$ cat src/rtl/bdl_pkg.sv
package bdl_pkg;
  localparam int unsigned BDL_WIDTH = 16;

  typedef struct packed {
    logic hiz;
    logic pass;
    logic strobe;
  } bdl_ctl_t;
endpackage

$ cat src/rtl/bdl_edge.sv
module bdl_edge (
  input  logic clk,
  input  logic rst,
  input  logic strobe,
  output logic rise
);
  logic strobe_q;

  // Strobe level seen on the previous clock; reset treats it as high.
  always_ff @(posedge clk) begin
    if (rst) strobe_q <= 1'b1;
    else     strobe_q <= strobe;
  end

  assign rise = strobe & ~strobe_q;

  // a rise is a single-clock event
  assert_rise_single_R5: assert property (@(posedge clk) disable iff (rst)
    rise |=> !rise);
  // no rise on the first clock after reset
  assert_no_rise_after_reset_R10: assert property (@(posedge clk)
    $past(rst) |-> !rise);
endmodule

$ cat src/rtl/bdl_store.sv
module bdl_store #(
  parameter int unsigned W = 16
) (
  input  logic         clk,
  input  logic         rst,
  input  logic         load,
  input  logic [W-1:0] din,
  output logic [W-1:0] q
);
  for (genvar i = 0; i < W; i++) begin : g_bit
    always_ff @(posedge clk) begin
      if (rst)       q[i] <= 1'b0;
      else if (load) q[i] <= din[i];
    end
  end
endmodule

$ cat src/rtl/bdl_lane.sv
module bdl_lane
  import bdl_pkg::*;
#(
  parameter int unsigned W = BDL_WIDTH
) (
  input  logic         clk,
  input  logic         rst,
  input  bdl_ctl_t     ctl,
  input  logic [W-1:0] din,
  output logic [W-1:0] dout,
  output logic         drive
);
  logic rise;
  logic load;

  bdl_edge u_edge (
    .clk    (clk),
    .rst    (rst),
    .strobe (ctl.strobe),
    .rise   (rise)
  );

  assign load = ctl.pass | rise;

  bdl_store #(.W(W)) u_store (
    .clk  (clk),
    .rst  (rst),
    .load (load),
    .din  (din),
    .q    (dout)
  );

  always_ff @(posedge clk) begin
    if (rst) drive <= 1'b0;
    else     drive <= ~ctl.hiz;
  end

  // reset clears data and drive
  assert_reset_clear_R1: assert property (@(posedge clk)
    $past(rst) |-> (dout == '0 && !drive));
  // high-impedance request turns drive off
  assert_hiz_off_R2: assert property (@(posedge clk) disable iff (rst)
    ctl.hiz |=> !drive);
  // transparent path
  assert_pass_follow_R4: assert property (@(posedge clk) disable iff (rst)
    ctl.pass |=> dout == $past(din));
  // capture on strobe rise
  assert_capture_R5: assert property (@(posedge clk) disable iff (rst)
    (!ctl.pass && rise) |=> dout == $past(din));
  // hold without a rise
  assert_hold_R6: assert property (@(posedge clk) disable iff (rst)
    (!ctl.pass && !rise) |=> $stable(dout));
endmodule

$ cat src/rtl/bidir_latch_port.sv
module bidir_latch_port
  import bdl_pkg::*;
#(
  parameter int unsigned W = BDL_WIDTH
) (
  input  logic         clk,
  input  logic         rst,
  input  logic [W-1:0] a_in,
  input  logic         ab_hiz,
  input  logic         ab_pass,
  input  logic         ab_strobe,
  output logic [W-1:0] b_out,
  output logic         drive_b,
  input  logic [W-1:0] b_in,
  input  logic         ba_hiz,
  input  logic         ba_pass,
  input  logic         ba_strobe,
  output logic [W-1:0] a_out,
  output logic         drive_a
);
  bdl_ctl_t ab_ctl, ba_ctl;

  assign ab_ctl = '{hiz: ab_hiz, pass: ab_pass, strobe: ab_strobe};
  assign ba_ctl = '{hiz: ba_hiz, pass: ba_pass, strobe: ba_strobe};

  bdl_lane #(.W(W)) u_ab (
    .clk   (clk),
    .rst   (rst),
    .ctl   (ab_ctl),
    .din   (a_in),
    .dout  (b_out),
    .drive (drive_b)
  );

  bdl_lane #(.W(W)) u_ba (
    .clk   (clk),
    .rst   (rst),
    .ctl   (ba_ctl),
    .din   (b_in),
    .dout  (a_out),
    .drive (drive_a)
  );

  // B-to-A activity leaves the B side alone when A-to-B is quiet
  assert_dir_isolated_R9: assert property (@(posedge clk) disable iff (rst)
    (!ab_pass && !ab_strobe) |=> $stable(b_out));
endmodule

$ cat config.mk
export PLATFORM = sky130hd
export DESIGN_NAME = bidir_latch_port
export DESIGN_NICKNAME = d
export VERILOG_FILES = /design/src/rtl/bdl_pkg.sv /design/src/rtl/bdl_edge.sv /design/src/rtl/bdl_store.sv /design/src/rtl/bdl_lane.sv /design/src/rtl/bidir_latch_port.sv
export SDC_FILE = /design/constraint.sdc
export NUM_CORES = 1
export LEC_CHECK = 0
export BUFFER_PORTS_ARGS = -buffer_cell sky130_fd_sc_hd__buf_2
export CELL_PAD_IN_SITES_DETAIL_PLACEMENT = 1
export CELL_PAD_IN_SITES_GLOBAL_PLACEMENT = 1
export CORE_ASPECT_RATIO = 2
export CORE_MARGIN = 2
export CORE_UTILIZATION = 33
export DETAILED_ROUTE_END_ITERATION = 16
export GPL_TIMING_DRIVEN = 1
export PLACE_DENSITY = 0.87
export SLEW_MARGIN = 20
export SYNTH_ARGS = -nofsm -noshare
export SYNTH_HDL_FRONTEND = slang
export SYNTH_SLANG_ARGS = --single-unit
$ cat constraint.sdc
create_clock -name clk -period 1.1 [get_ports clk]
set_input_delay 0 -clock clk [delete_from_list [all_inputs] [get_ports clk]]
set_output_delay 0 -clock clk [all_outputs]
set_load 0.03 [all_outputs]
==> results.json <==
{
  "r2r-start": "u_ab.u_edge.strobe_q",
  "path_cells": "inv_2 > a21oi_4 > buf_4 > mux2i_1",
  "worstSetupStartpoint": "u_ab.u_edge.strobe_q",
  "peakVddDrop_mv": 0.888,
  "crit_family": "flip-flops",
  "power_uw": 3140,
  "hold_path_class": "input port to flip-flop",
  "seq_area_frac_synth_pct": 45.9,
  "ant_nets": 0,
  "finClkSkew_ns": 0.00430,
  "ys_seq_elements": 36,
  "p_sw_uw": 867,
  "postPlaceCellArea_um2": 1990,
  "final_nets": 299,
  "combPwrFrac_pct": 22.0,
  "placedCellCount": 272,
  "synthToLayoutAreaGrowth_pct": 55.2,
  "die_area_um2": 5360,
  "h-tree-depth": 2,
  "arrival_ns": 1.24,
  "dp_hpwl_um": 2560,
  "coreArea_um2": 4600,
  "slew_headroom_pct": 88.4,
  "min_period_ns": 1.04,
  "switching_share_pct": 27.6,
  "routed_via_density": 4.43,
  "grt_usage_pct": 16.6,
  "antenna_cells": 0,
  "synth_area_leaders": "dfxtp_1 46%, nand2b_1 25%, mux2i_1 20%",
  "synth_most_common_cell": "nand2b_1",
  "drv_cap": 0,
  "p_leak_uw": 0.00117,
  "worst_slew_pin_slew_ns": 0.169,
  "grt_pass1_wl_um": 6500,
  "reg2reg_slack_ns": 0.06,
  "die_w_um": 52.8,
  "synth_top_flop_cell": "dfxtp_1",
  "grt_start_max_net_pins": 69,
  "initial_utilization_pct": 34.1,
  "num_rows": 35,
  "antenna_found_initial": 0,
  "slew_viol_final": 0,
  "cp.required_ns": 1.30,
  "clk_pin_slew_worst_paths_ns": 0.07,
  "grt-ovfl-total": 0,
  "worstRegToRegCells": 4,
  "drt_iter0_markers": 12,
  "first_pass_iters": 2,
  "min_from": "a_in[7]",
  "power_density_nw_per_um2": 1290,
  "slowest_delay_ns": 0.33,
  "internal_power_uw": 2270,
  "crit_path_end_kind": "flip-flop",
  "die_h_um": 102,
  "synth_top_area_cell": "dfxtp_1",
  "grt_pass1_vias": 1452,
  "rsz0062_at_grt": "false",
  "hold_depth": 3,
  "cp_num_buf_inv": 2,
  "ys_warn_count": 0,
  "synth_common_cells": "64 x nand2b_1, 36 x dfxtp_1, 32 x mux2i_1, 5 x clkbuf_1",
  "async_flop_share_pct": 0,
  "postSynthCellCount": 149,
  "cts.sinks": 36,
  "finalWeightedCongestion": 0.680,
  "r2r-end": "u_ab.u_store.q[14]",
  "fin_area_um2": 2440,
  "portBuffers": 73,
  "synthesis.area_um2": 1570,
  "status": "completed",
  "io_pins": 74,
  "fmax_ghz": 0.963,
  "drive_above_1_share_pct": 34.0,
  "syn_nets": 189,
  "wl_um": 4270,
  "synth_top_area_share_pct": 45.9,
  "synth_cell_types": 10,
  "setup_tns_ns": 0,
  "power_frac_seq_pct": 45.6,
  "whs_endpoint": "u_ab.u_store.q[7]",
  "synth_area_per_cell_um2": 10.5,
  "pwr-share-clk_pct": 32.4,
  "period_share_pct": 94.4,
  "cts_buffers": 5,
  "routedWlPerCell_um": 13.6,
  "cts_root_buffer": "clkbuf_8",
  "cp_max_fo": 8,
  "ctsLongestPathBuffers": 2,
  "clock_latency_ns": 0.28,
  "drc": 0,
  "tritoncts": "built",
  "synth_edf_count": 0,
  "setup_viol": 0,
  "cp_slowest_cell": "dfxtp_1",
  "stdcell_count": 314,
  "critPathKind": "flip-flop to flip-flop",
  "start_kind": "flip-flop",
  "whs_ns": 0.0118,
  "num-fill-cells": 538,
  "num_vias": 1391,
  "final_hold_viol_count": 0
}
[worst min-delay path, stage by stage]
cell,delay (ns)
buf_2,0.10
nand2b_1,0.07
mux2i_1,0.07
[worst max-delay path by stage]
stage | endpoint | cells after the start
detailed placement | u_ab.u_store.q[12] | 4
global route | u_ab.u_store.q[15] | 4
floorplan | u_ab.u_store.q[0] | 4
finish | u_ab.u_store.q[14] | 4
global placement | u_ab.u_store.q[10] | 4
CTS | u_ab.u_store.q[12] | 4
[sequential cells by signal (all words and copies together), names as in the netlist]
signal / count
u_ab.u_store.q: 16
u_ba.u_store.q: 16
u_ab.drive: 1
u_ab.u_edge.strobe_q: 1
u_ba.drive: 1
u_ba.u_edge.strobe_q: 1
[cell usage in the layout, fill, tap and decap left out, drive strengths merged]
cell	synthesis	layout
a21oi	2	2
buf	4	77
clkbuf	5	7
dfxtp	36	36
dlygate4sd3	0	35
inv	2	2
mux2i	32	32
nand2b	64	64
nor2	2	2
or2	2	2
[routing by layer]
metal  GRT usage (%)  up-vias  part of all wire [%]
li1                -      691                     -
met1            15.5      649                    35
met2            32.4       42                    59
met3            2.80        9                   3.4
met4            8.09        0                   3.1
met5               0        -                     0
[kinds of logic (layout without fill, tap and decap cells)]
| group | after synthesis | count (layout) | share of synthesized area, % |
|---|---|---|---|
| muxes | 32 | 32 | 20.4 |
| AOI/OAI and AO/OA | 2 | 2 | 2.07 |
| DFF | 36 | 36 | 45.9 |
| and+or+nand+nor | 68 | 68 | 26.8 |
| buffers and inverters | 11 | 121 | 4.86 |
[what timing repair did]
action,CTS,global route
gates resized for setup,0,0
hold buffers,35,0
endpoints found under the hold margin,35,0
buffers inserted,0,0
setup endpoints to repair,0,0
[power by group through the flow]
stage	clock, uW	sequential (uW)	combinational [uW]
floorplan	0	1630	224
global placement	0	1460	577
detailed placement	0	1460	591
CTS	1060	1440	688
global route	1110	1440	742
finish	1020	1430	690
[area by class of cell]
| type | instances | area, um2 | area share, % |
|---|---|---|---|
| Clock buffer | 7 | 96.3 | 3.95 |
| Inverter | 2 | 7.51 | 0.308 |
| Multi-Input combinational cell | 102 | 773 | 31.7 |
| Sequential cell | 36 | 721 | 29.6 |
| Tap cell | 55 | 68.8 | 2.82 |
| Timing Repair Buffer | 112 | 771 | 31.6 |
[stage by stage]
step | setup slack, ns | utilization (%)
2_1_floorplan | 0.0687 | -
3_3_place_gp | 0.154 | 43.3
3_5_place_dp | 0.104 | 43.3
4_1_cts | 0.0838 | 53.0
5_1_grt | 0.0153 | 53.0
6_report | 0.0616 | 53.0
No activity file was read; power rests on OpenSTA's default activity.
